<file path="src/rtl/sport_pkg.sv">
package sport_pkg;

  typedef struct packed {
    logic       sync;
    logic [1:0] parity;
    logic       two_stop;
    logic [1:0] size_lo;
    logic       clk_pol;
  } fmt_t;

  localparam logic [7:0] FMT_RESET = 8'h86;

  function automatic logic [3:0] char_bits(input logic [2:0] code);
    if (code == 3'b111)
      return 4'd9;
    else if (code[2])
      return 4'd8;
    else
      return 4'd5 + {2'b00, code[1:0]};
  endfunction

endpackage

</file>
<file path="src/rtl/sport_fmt_bank.sv">
module sport_fmt_bank
  import sport_pkg::*;
#(
  parameter int BAUD_HI_W = 4,
  parameter int BAUD_LO_W = 8
) (
  input  logic                 clk,
  input  logic                 rst_n,
  input  logic                 shared_wr,
  input  logic                 baud_lo_wr,
  input  logic [7:0]           wdata,
  output fmt_t                 fmt,
  output logic [BAUD_HI_W-1:0] baud_hi,
  output logic [BAUD_LO_W-1:0] baud_lo
);

  logic fmt_we;
  logic baud_we;

  assign fmt_we  = shared_wr & wdata[7];
  assign baud_we = shared_wr & ~wdata[7];

  always_ff @(posedge clk or negedge rst_n) begin
    if (!rst_n) begin
      fmt     <= fmt_t'(FMT_RESET[6:0]);
      baud_hi <= '0;
      baud_lo <= '0;
    end else begin
      if (fmt_we)     fmt     <= fmt_t'(wdata[6:0]);
      if (baud_we)    baud_hi <= wdata[BAUD_HI_W-1:0];
      if (baud_lo_wr) baud_lo <= wdata[BAUD_LO_W-1:0];
    end
  end

  p_fmt_steer_r2: assert property (@(posedge clk) disable iff (!rst_n)
    (shared_wr && wdata[7]) |=> $stable(baud_hi));

  p_baud_steer_r3: assert property (@(posedge clk) disable iff (!rst_n)
    (shared_wr && !wdata[7]) |=> $stable(fmt));

  p_idle_hold_r10: assert property (@(posedge clk) disable iff (!rst_n)
    (!shared_wr && !baud_lo_wr) |=> ($stable(fmt) && $stable(baud_hi) && $stable(baud_lo)));

endmodule

</file>
<file path="src/rtl/sport_data_stage.sv">
module sport_data_stage #(
  parameter int DW = 8
) (
  input  logic          clk,
  input  logic          rst_n,
  input  logic          data_wr,
  input  logic          ctl_wr,
  input  logic [DW-1:0] wdata,
  output logic          size_hi,
  output logic          tx9,
  output logic [DW:0]   tx_word,
  output logic          tx_load
);

  always_ff @(posedge clk or negedge rst_n) begin
    if (!rst_n) begin
      size_hi <= 1'b0;
      tx9     <= 1'b0;
      tx_word <= '0;
      tx_load <= 1'b0;
    end else begin
      tx_load <= data_wr;
      if (ctl_wr) begin
        size_hi <= wdata[2];
        tx9     <= wdata[0];
      end
      if (data_wr) tx_word <= {tx9, wdata};
    end
  end

  p_tx_capture_r8: assert property (@(posedge clk) disable iff (!rst_n)
    data_wr |=> (tx_load && tx_word[DW] == $past(tx9) && tx_word[DW-1:0] == $past(wdata)));

  p_tx_hold_r8: assert property (@(posedge clk) disable iff (!rst_n)
    !data_wr |=> (!tx_load && $stable(tx_word)));

endmodule

</file>
<file path="src/rtl/sport_rd_mux.sv">
module sport_rd_mux
  import sport_pkg::*;
#(
  parameter int              AW        = 2,
  parameter int              BAUD_HI_W = 4,
  parameter int              BAUD_LO_W = 8,
  parameter logic [AW-1:0]   A_DATA    = 0,
  parameter logic [AW-1:0]   A_CTL     = 1,
  parameter logic [AW-1:0]   A_BLO     = 2,
  parameter logic [AW-1:0]   A_SHARED  = 3
) (
  input  logic                 rd_en,
  input  logic [AW-1:0]        addr,
  input  logic                 rd_sel_fmt,
  input  fmt_t                 fmt,
  input  logic [BAUD_HI_W-1:0] baud_hi,
  input  logic [BAUD_LO_W-1:0] baud_lo,
  input  logic                 size_hi,
  input  logic                 tx9,
  input  logic [8:0]           rx_data,
  output logic [7:0]           rdata,
  output logic                 rx_pop
);

  logic [7:0] hi_ext;
  logic [7:0] lo_ext;

  always_comb begin
    hi_ext = '0;
    hi_ext[BAUD_HI_W-1:0] = baud_hi;
    lo_ext = '0;
    lo_ext[BAUD_LO_W-1:0] = baud_lo;
  end

  always_comb begin
    rdata = '0;
    if (rd_en) begin
      unique case (addr)
        A_DATA:   rdata = rx_data[7:0];
        A_CTL:    rdata = {5'b0, size_hi, rx_data[8], tx9};
        A_BLO:    rdata = lo_ext;
        default:  rdata = rd_sel_fmt ? {1'b1, fmt} : hi_ext;
      endcase
    end
  end

  assign rx_pop = rd_en && (addr == A_DATA);

  always_comb begin
    if (rd_en && addr == A_SHARED && !rd_sel_fmt)
      a_hi_clear_r4: assert (rdata[7] == 1'b0);
    if (rx_pop)
      a_pop_only_data_r9: assert (addr != A_CTL);
  end

endmodule

</file>
<file path="src/rtl/sport_regfile.sv">
module sport_regfile
  import sport_pkg::*;
#(
  parameter int            AW        = 2,
  parameter int            BAUD_HI_W = 4,
  parameter int            BAUD_LO_W = 8,
  parameter logic [AW-1:0] A_DATA    = 0,
  parameter logic [AW-1:0] A_CTL     = 1,
  parameter logic [AW-1:0] A_BLO     = 2,
  parameter logic [AW-1:0] A_SHARED  = 3,
  localparam int           DIV_W     = BAUD_HI_W + BAUD_LO_W
) (
  input  logic             clk,
  input  logic             rst_n,
  input  logic [AW-1:0]    addr,
  input  logic             wr_en,
  input  logic             rd_en,
  input  logic [7:0]       wdata,
  input  logic             rd_sel_fmt,
  input  logic [8:0]       rx_data,
  output logic [7:0]       rdata,
  output logic             rx_pop,
  output logic             cfg_sync,
  output logic [1:0]       cfg_parity,
  output logic             cfg_two_stop,
  output logic             cfg_clk_pol,
  output logic [2:0]       cfg_char_code,
  output logic [3:0]       cfg_char_bits,
  output logic [DIV_W-1:0] baud_div,
  output logic [8:0]       tx_word,
  output logic             tx_load
);

  logic                 data_wr, ctl_wr, blo_wr, shared_wr;
  fmt_t                 fmt;
  logic [BAUD_HI_W-1:0] baud_hi;
  logic [BAUD_LO_W-1:0] baud_lo;
  logic                 size_hi, tx9;

  assign data_wr   = wr_en && addr == A_DATA;
  assign ctl_wr    = wr_en && addr == A_CTL;
  assign blo_wr    = wr_en && addr == A_BLO;
  assign shared_wr = wr_en && addr == A_SHARED;

  sport_fmt_bank #(.BAUD_HI_W(BAUD_HI_W), .BAUD_LO_W(BAUD_LO_W)) u_fmt (
    .clk(clk), .rst_n(rst_n), .shared_wr(shared_wr), .baud_lo_wr(blo_wr),
    .wdata(wdata), .fmt(fmt), .baud_hi(baud_hi), .baud_lo(baud_lo)
  );

  sport_data_stage #(.DW(8)) u_stage (
    .clk(clk), .rst_n(rst_n), .data_wr(data_wr), .ctl_wr(ctl_wr), .wdata(wdata),
    .size_hi(size_hi), .tx9(tx9), .tx_word(tx_word), .tx_load(tx_load)
  );

  sport_rd_mux #(.AW(AW), .BAUD_HI_W(BAUD_HI_W), .BAUD_LO_W(BAUD_LO_W),
                 .A_DATA(A_DATA), .A_CTL(A_CTL), .A_BLO(A_BLO), .A_SHARED(A_SHARED)) u_rd (
    .rd_en(rd_en), .addr(addr), .rd_sel_fmt(rd_sel_fmt), .fmt(fmt),
    .baud_hi(baud_hi), .baud_lo(baud_lo), .size_hi(size_hi), .tx9(tx9),
    .rx_data(rx_data), .rdata(rdata), .rx_pop(rx_pop)
  );

  assign cfg_sync      = fmt.sync;
  assign cfg_parity    = fmt.parity;
  assign cfg_two_stop  = fmt.two_stop;
  assign cfg_clk_pol   = fmt.clk_pol;
  assign cfg_char_code = {size_hi, fmt.size_lo};
  assign cfg_char_bits = char_bits(cfg_char_code);
  assign baud_div      = {baud_hi, baud_lo};

  p_bits_range_r6: assert property (@(posedge clk) disable iff (!rst_n)
    (cfg_char_bits >= 4'd5 && cfg_char_bits <= 4'd9));

  p_nine_only_code7_r6: assert property (@(posedge clk) disable iff (!rst_n)
    (cfg_char_bits == 4'd9) |-> (cfg_char_code == 3'b111));

endmodule

</file>
<file path="config.mk">
export PLATFORM = sky130hd
export DESIGN_NAME = sport_regfile
export DESIGN_NICKNAME = d
export VERILOG_FILES = /design/src/rtl/sport_pkg.sv /design/src/rtl/sport_fmt_bank.sv /design/src/rtl/sport_data_stage.sv /design/src/rtl/sport_rd_mux.sv /design/src/rtl/sport_regfile.sv
export SDC_FILE = /design/constraint.sdc
export NUM_CORES = 1
export LEC_CHECK = 0
export ABC_AREA = 1
export BUFFER_PORTS_ARGS = -buffer_cell sky130_fd_sc_hd__buf_4
export CORE_MARGIN = 8
export CORE_UTILIZATION = 45
export DETAILED_ROUTE_END_ITERATION = 6
export PLACE_DENSITY = 0.82
export SKIP_LAST_GASP = 1
export SLEW_MARGIN = 40
export SYNTH_ARGS = -nofsm -noshare
export SYNTH_HDL_FRONTEND = slang
export SYNTH_SLANG_ARGS = --single-unit
</file>
<file path="constraint.sdc">
create_clock -name clk -period 1.8 [get_ports clk]
set_input_delay 0.09 -clock clk [delete_from_list [all_inputs] [get_ports clk]]
set_output_delay 0.09 -clock clk [all_outputs]
set_load 0.02 [all_outputs]
</file>
==> results.yml <==
clock_tree:
  post-cts-setup-buffers: 0
  cts_max_level: 2
  cts_root_buffer: "clkbuf_4"
  clk_pin_slew_worst_paths_ns: 0.10
  cts_num_sinks: 31
  cts.path.max_buffers: 2
  cts_tree: "built"
  cts_buffers: 5
  ctsResizeCount: 0
  clk_latency_ns: 0.32
power_and_ir_drop:
  p_clk_frac: 0.214
  vdd_ir_drop_max_uv: 484
  p_int_w: 0.00137
  pwr-share-comb: 0.357
  p_per_area_nw_per_um2: 973
  switching_power_w: 0.000773
  total_leakage_power_nw: 1.19
  switching_share: 0.360
  pwr-share-seq: 0.429
sta:
  min_period_ns: 1.46
  min_period_over_period: 0.814
  finalMaxSlewViolations: 0
  max_freq_mhz: 683
  slew_headroom: 0.744
  hold_violations: 0
  fin_tns_setup_ns: 0
  setup_violations: 0
  rsz0062_at_grt: "no"
  fin_ws_ns: 0.336
  skew_ns: 0.000104
  tightest_slew_ns: 0.384
setup_path:
  r2r_start: "u_fmt.fmt[1]$_DFFE_PN1P_"
  worstPathMaxFanout: 5
  crit_path_start_kind: "flop"
  cp_cell_sequence: "ha_1, inv_1, nor2_1, buf_4"
  path_depth: 4
  worstRegToRegCells: 2
  cp-end-kind: "primary output"
  r2r_end: "u_fmt.fmt[1]$_DFFE_PN1P_"
  crit_family: "flip-flops"
  endpoint: "cfg_char_bits[1]"
  max_stage_delay_ns: 0.58
  reg2reg_slack_ns: 1.05
  critPathSlowestCell: "dfstp_2"
  worstPathArrival_ns: 1.37
  critPathLaunch: "u_fmt.fmt[1]$_DFFE_PN1P_"
  cp.required_ns: 1.71
  cp.buffers_inverters: 2
  path_class: "flop to primary output"
place:
  gp_congestion: 0.833
  port_buffers: 66
  placed_area_um2: 2130
  post-place-cells: 301
  dpl_worst_slack_ns: 0.685
  dp_hpwl_um: 3350
floorplan:
  core_area_um2: 3580
  die_h_um: 76.4
  die-area_um2: 5830
  initial_utilization: 0.458
  rows: 22
  io_pins: 67
  fp.dieW_um: 76.4
worst_hold_path:
  hold_depth: 3
  hold_path_class: "input pin to flop"
synth:
  synth_fp_nets: 219
  synth_cell_type_count: 20
  synth_area_per_cell_um2: 8.45
  synthCells: 194
  yosys_warnings: 0
  ys_top_cells_by_area: "dfrtp_1 (44%), nand2_1 (13%), o21ai_2 (8.0%), inv_1 (4.8%), nand3_1 (4.6%)"
  yosysTopAreaCell: "dfrtp_1"
  synth-seq-cells: 31
  ys_seq_area_frac: 0.475
  synth_area_um2: 1640
  synth_top_area_frac: 0.443
cells_and_area:
  antenna_cells: 0
  fin_util: 0.616
  synthToLayoutAreaGrowth_pct: 34.6
  fin_cells: 310
  fin_area_um2: 2210
  drive_gt1_frac: 0.401
  final_cell_mix: "buf_4 (66), nand2_1 (57), dfrtp_1 (29)"
  layout.nets: 286
  layout_commonest_cell: "buf_4"
flow_run:
  max-cap-violations: 0
routing:
  first_pass_iters: 4
  drc: 0
  num_vias: 1458
  drtIter0Drc: 81
  wl_per_cell_um: 13.9
  viasPerCell: 4.70
  detail-route-antenna-nets: 0
  drt-total-wl_um: 4310
grt:
  antenna_found_initial: 0
  grt_pass1_wl_um: 7290
  grt_pass1_vias: 1495
  grt_use_total: 0.152
  overflow: 0
  grt_max_degree: 32
outcome:
  outcome: "finished, final reports clean"
[cell usage after synthesis]
master	n
nor2_4	3
clkbuf_1	1
nor3_1	1
buf_6	5
inv_2	2
ha_1	1
inv_1	21
dfrtp_1	29
nand2_1	57
o21ai_0	6
nand3_1	15
nor2_1	8
o21ai_1	10
buf_4	1
dfstp_2	2
a21oi_1	4
nand2_2	6
nand2_4	4
o21a_1	3
o21ai_2	15
[stage by stage]
stage	power (W)	hold WS (ns)
2_1_floorplan	0.00135	-0.206
3_3_place_gp	0.00169	0.0423
3_5_place_dp	0.00171	0.0424
4_1_cts	0.00217	0.0479
5_1_grt	0.00226	0.0698
6_report	0.00215	0.0632
[worst register-to-register path: cells and delay by family (launching register included)]
kind	cells	cell delay [ns]
flops	1	0.58
simple gates	1	0.06
compound gates	1	0.05
[repair_timing]
item | in CTS | in global routing
hold buffers | 1 | 0
setup endpoints to repair | 0 | 0
hold endpoints to repair | 31 | 0
[state kept, by name, summed over array words and instances (netlist names)]
| signal | count |
|---|---|
| u_stage.tx_word | 9 |
| u_fmt.baud_lo | 8 |
| u_fmt.fmt | 7 |
| u_fmt.baud_hi | 4 |
| u_stage.size_hi | 1 |
| u_stage.tx9 | 1 |
| u_stage.tx_load | 1 |
[power by group through the flow]
stage | Combinational, W | Sequential (W) | Clock (W)
final | 0.000767 | 0.000921 | 0.000459
after global routing | 0.000830 | 0.000939 | 0.000494
after CTS | 0.000778 | 0.000920 | 0.000470
after detailed placement | 0.000775 | 0.000933 | 0
after global placement | 0.000765 | 0.000928 | 0
after floorplan | 0.000302 | 0.00105 | 0
[cell families (layout without fill, tap and decap cells)]
logic type | Yosys count | in the layout | share of synthesized area
flip-flops | 31 | 31 | 0.475
adder cells (fa/ha/maj) | 1 | 1 | 0.00763
AND/OR/NAND/NOR | 94 | 94 | 0.269
buffers and inverters | 30 | 98 | 0.0939
AO/OA/AOI/OAI | 38 | 38 | 0.155
[cell type report]
class / instances / area (um^2)
clock buffer: 8 / 68.8
fill: 320 / 1370
inverter: 23 / 86.3
multi-input combinational: 133 / 707
sequential: 31 / 778
tap: 48 / 60.1
timing repair buffer: 67 / 505
[how the worst min path moves through the flow]
stage / startpoint / endpoint / slack [ns]
CTS: wdata[4] / u_fmt.fmt[4]$_DFFE_PN0P_ / 0.05
detailed placement: rst_n / u_stage.tx_word[0]$_DFFE_PN0P_ / 0.04
floorplan: rst_n / u_fmt.baud_hi[0]$_DFFE_PN0P_ / -0.21
global route: wdata[6] / u_fmt.fmt[6]$_DFFE_PN0P_ / 0.07
global placement: rst_n / u_stage.tx_word[0]$_DFFE_PN0P_ / 0.04
finish: wdata[4] / u_fmt.fmt[4]$_DFFE_PN0P_ / 0.06
[routing by layer]
layer  wire length (um)  share of wire  GRT usage  vias up
li1                   -              -          -      754
met3                145          0.034     0.0259        5
met2               2240           0.52      0.253       34
met4                 58          0.013     0.0692        0
met5                  0              0          0        -
met1               1860           0.43      0.188      665
No activity file was read; power rests on OpenSTA's default activity.
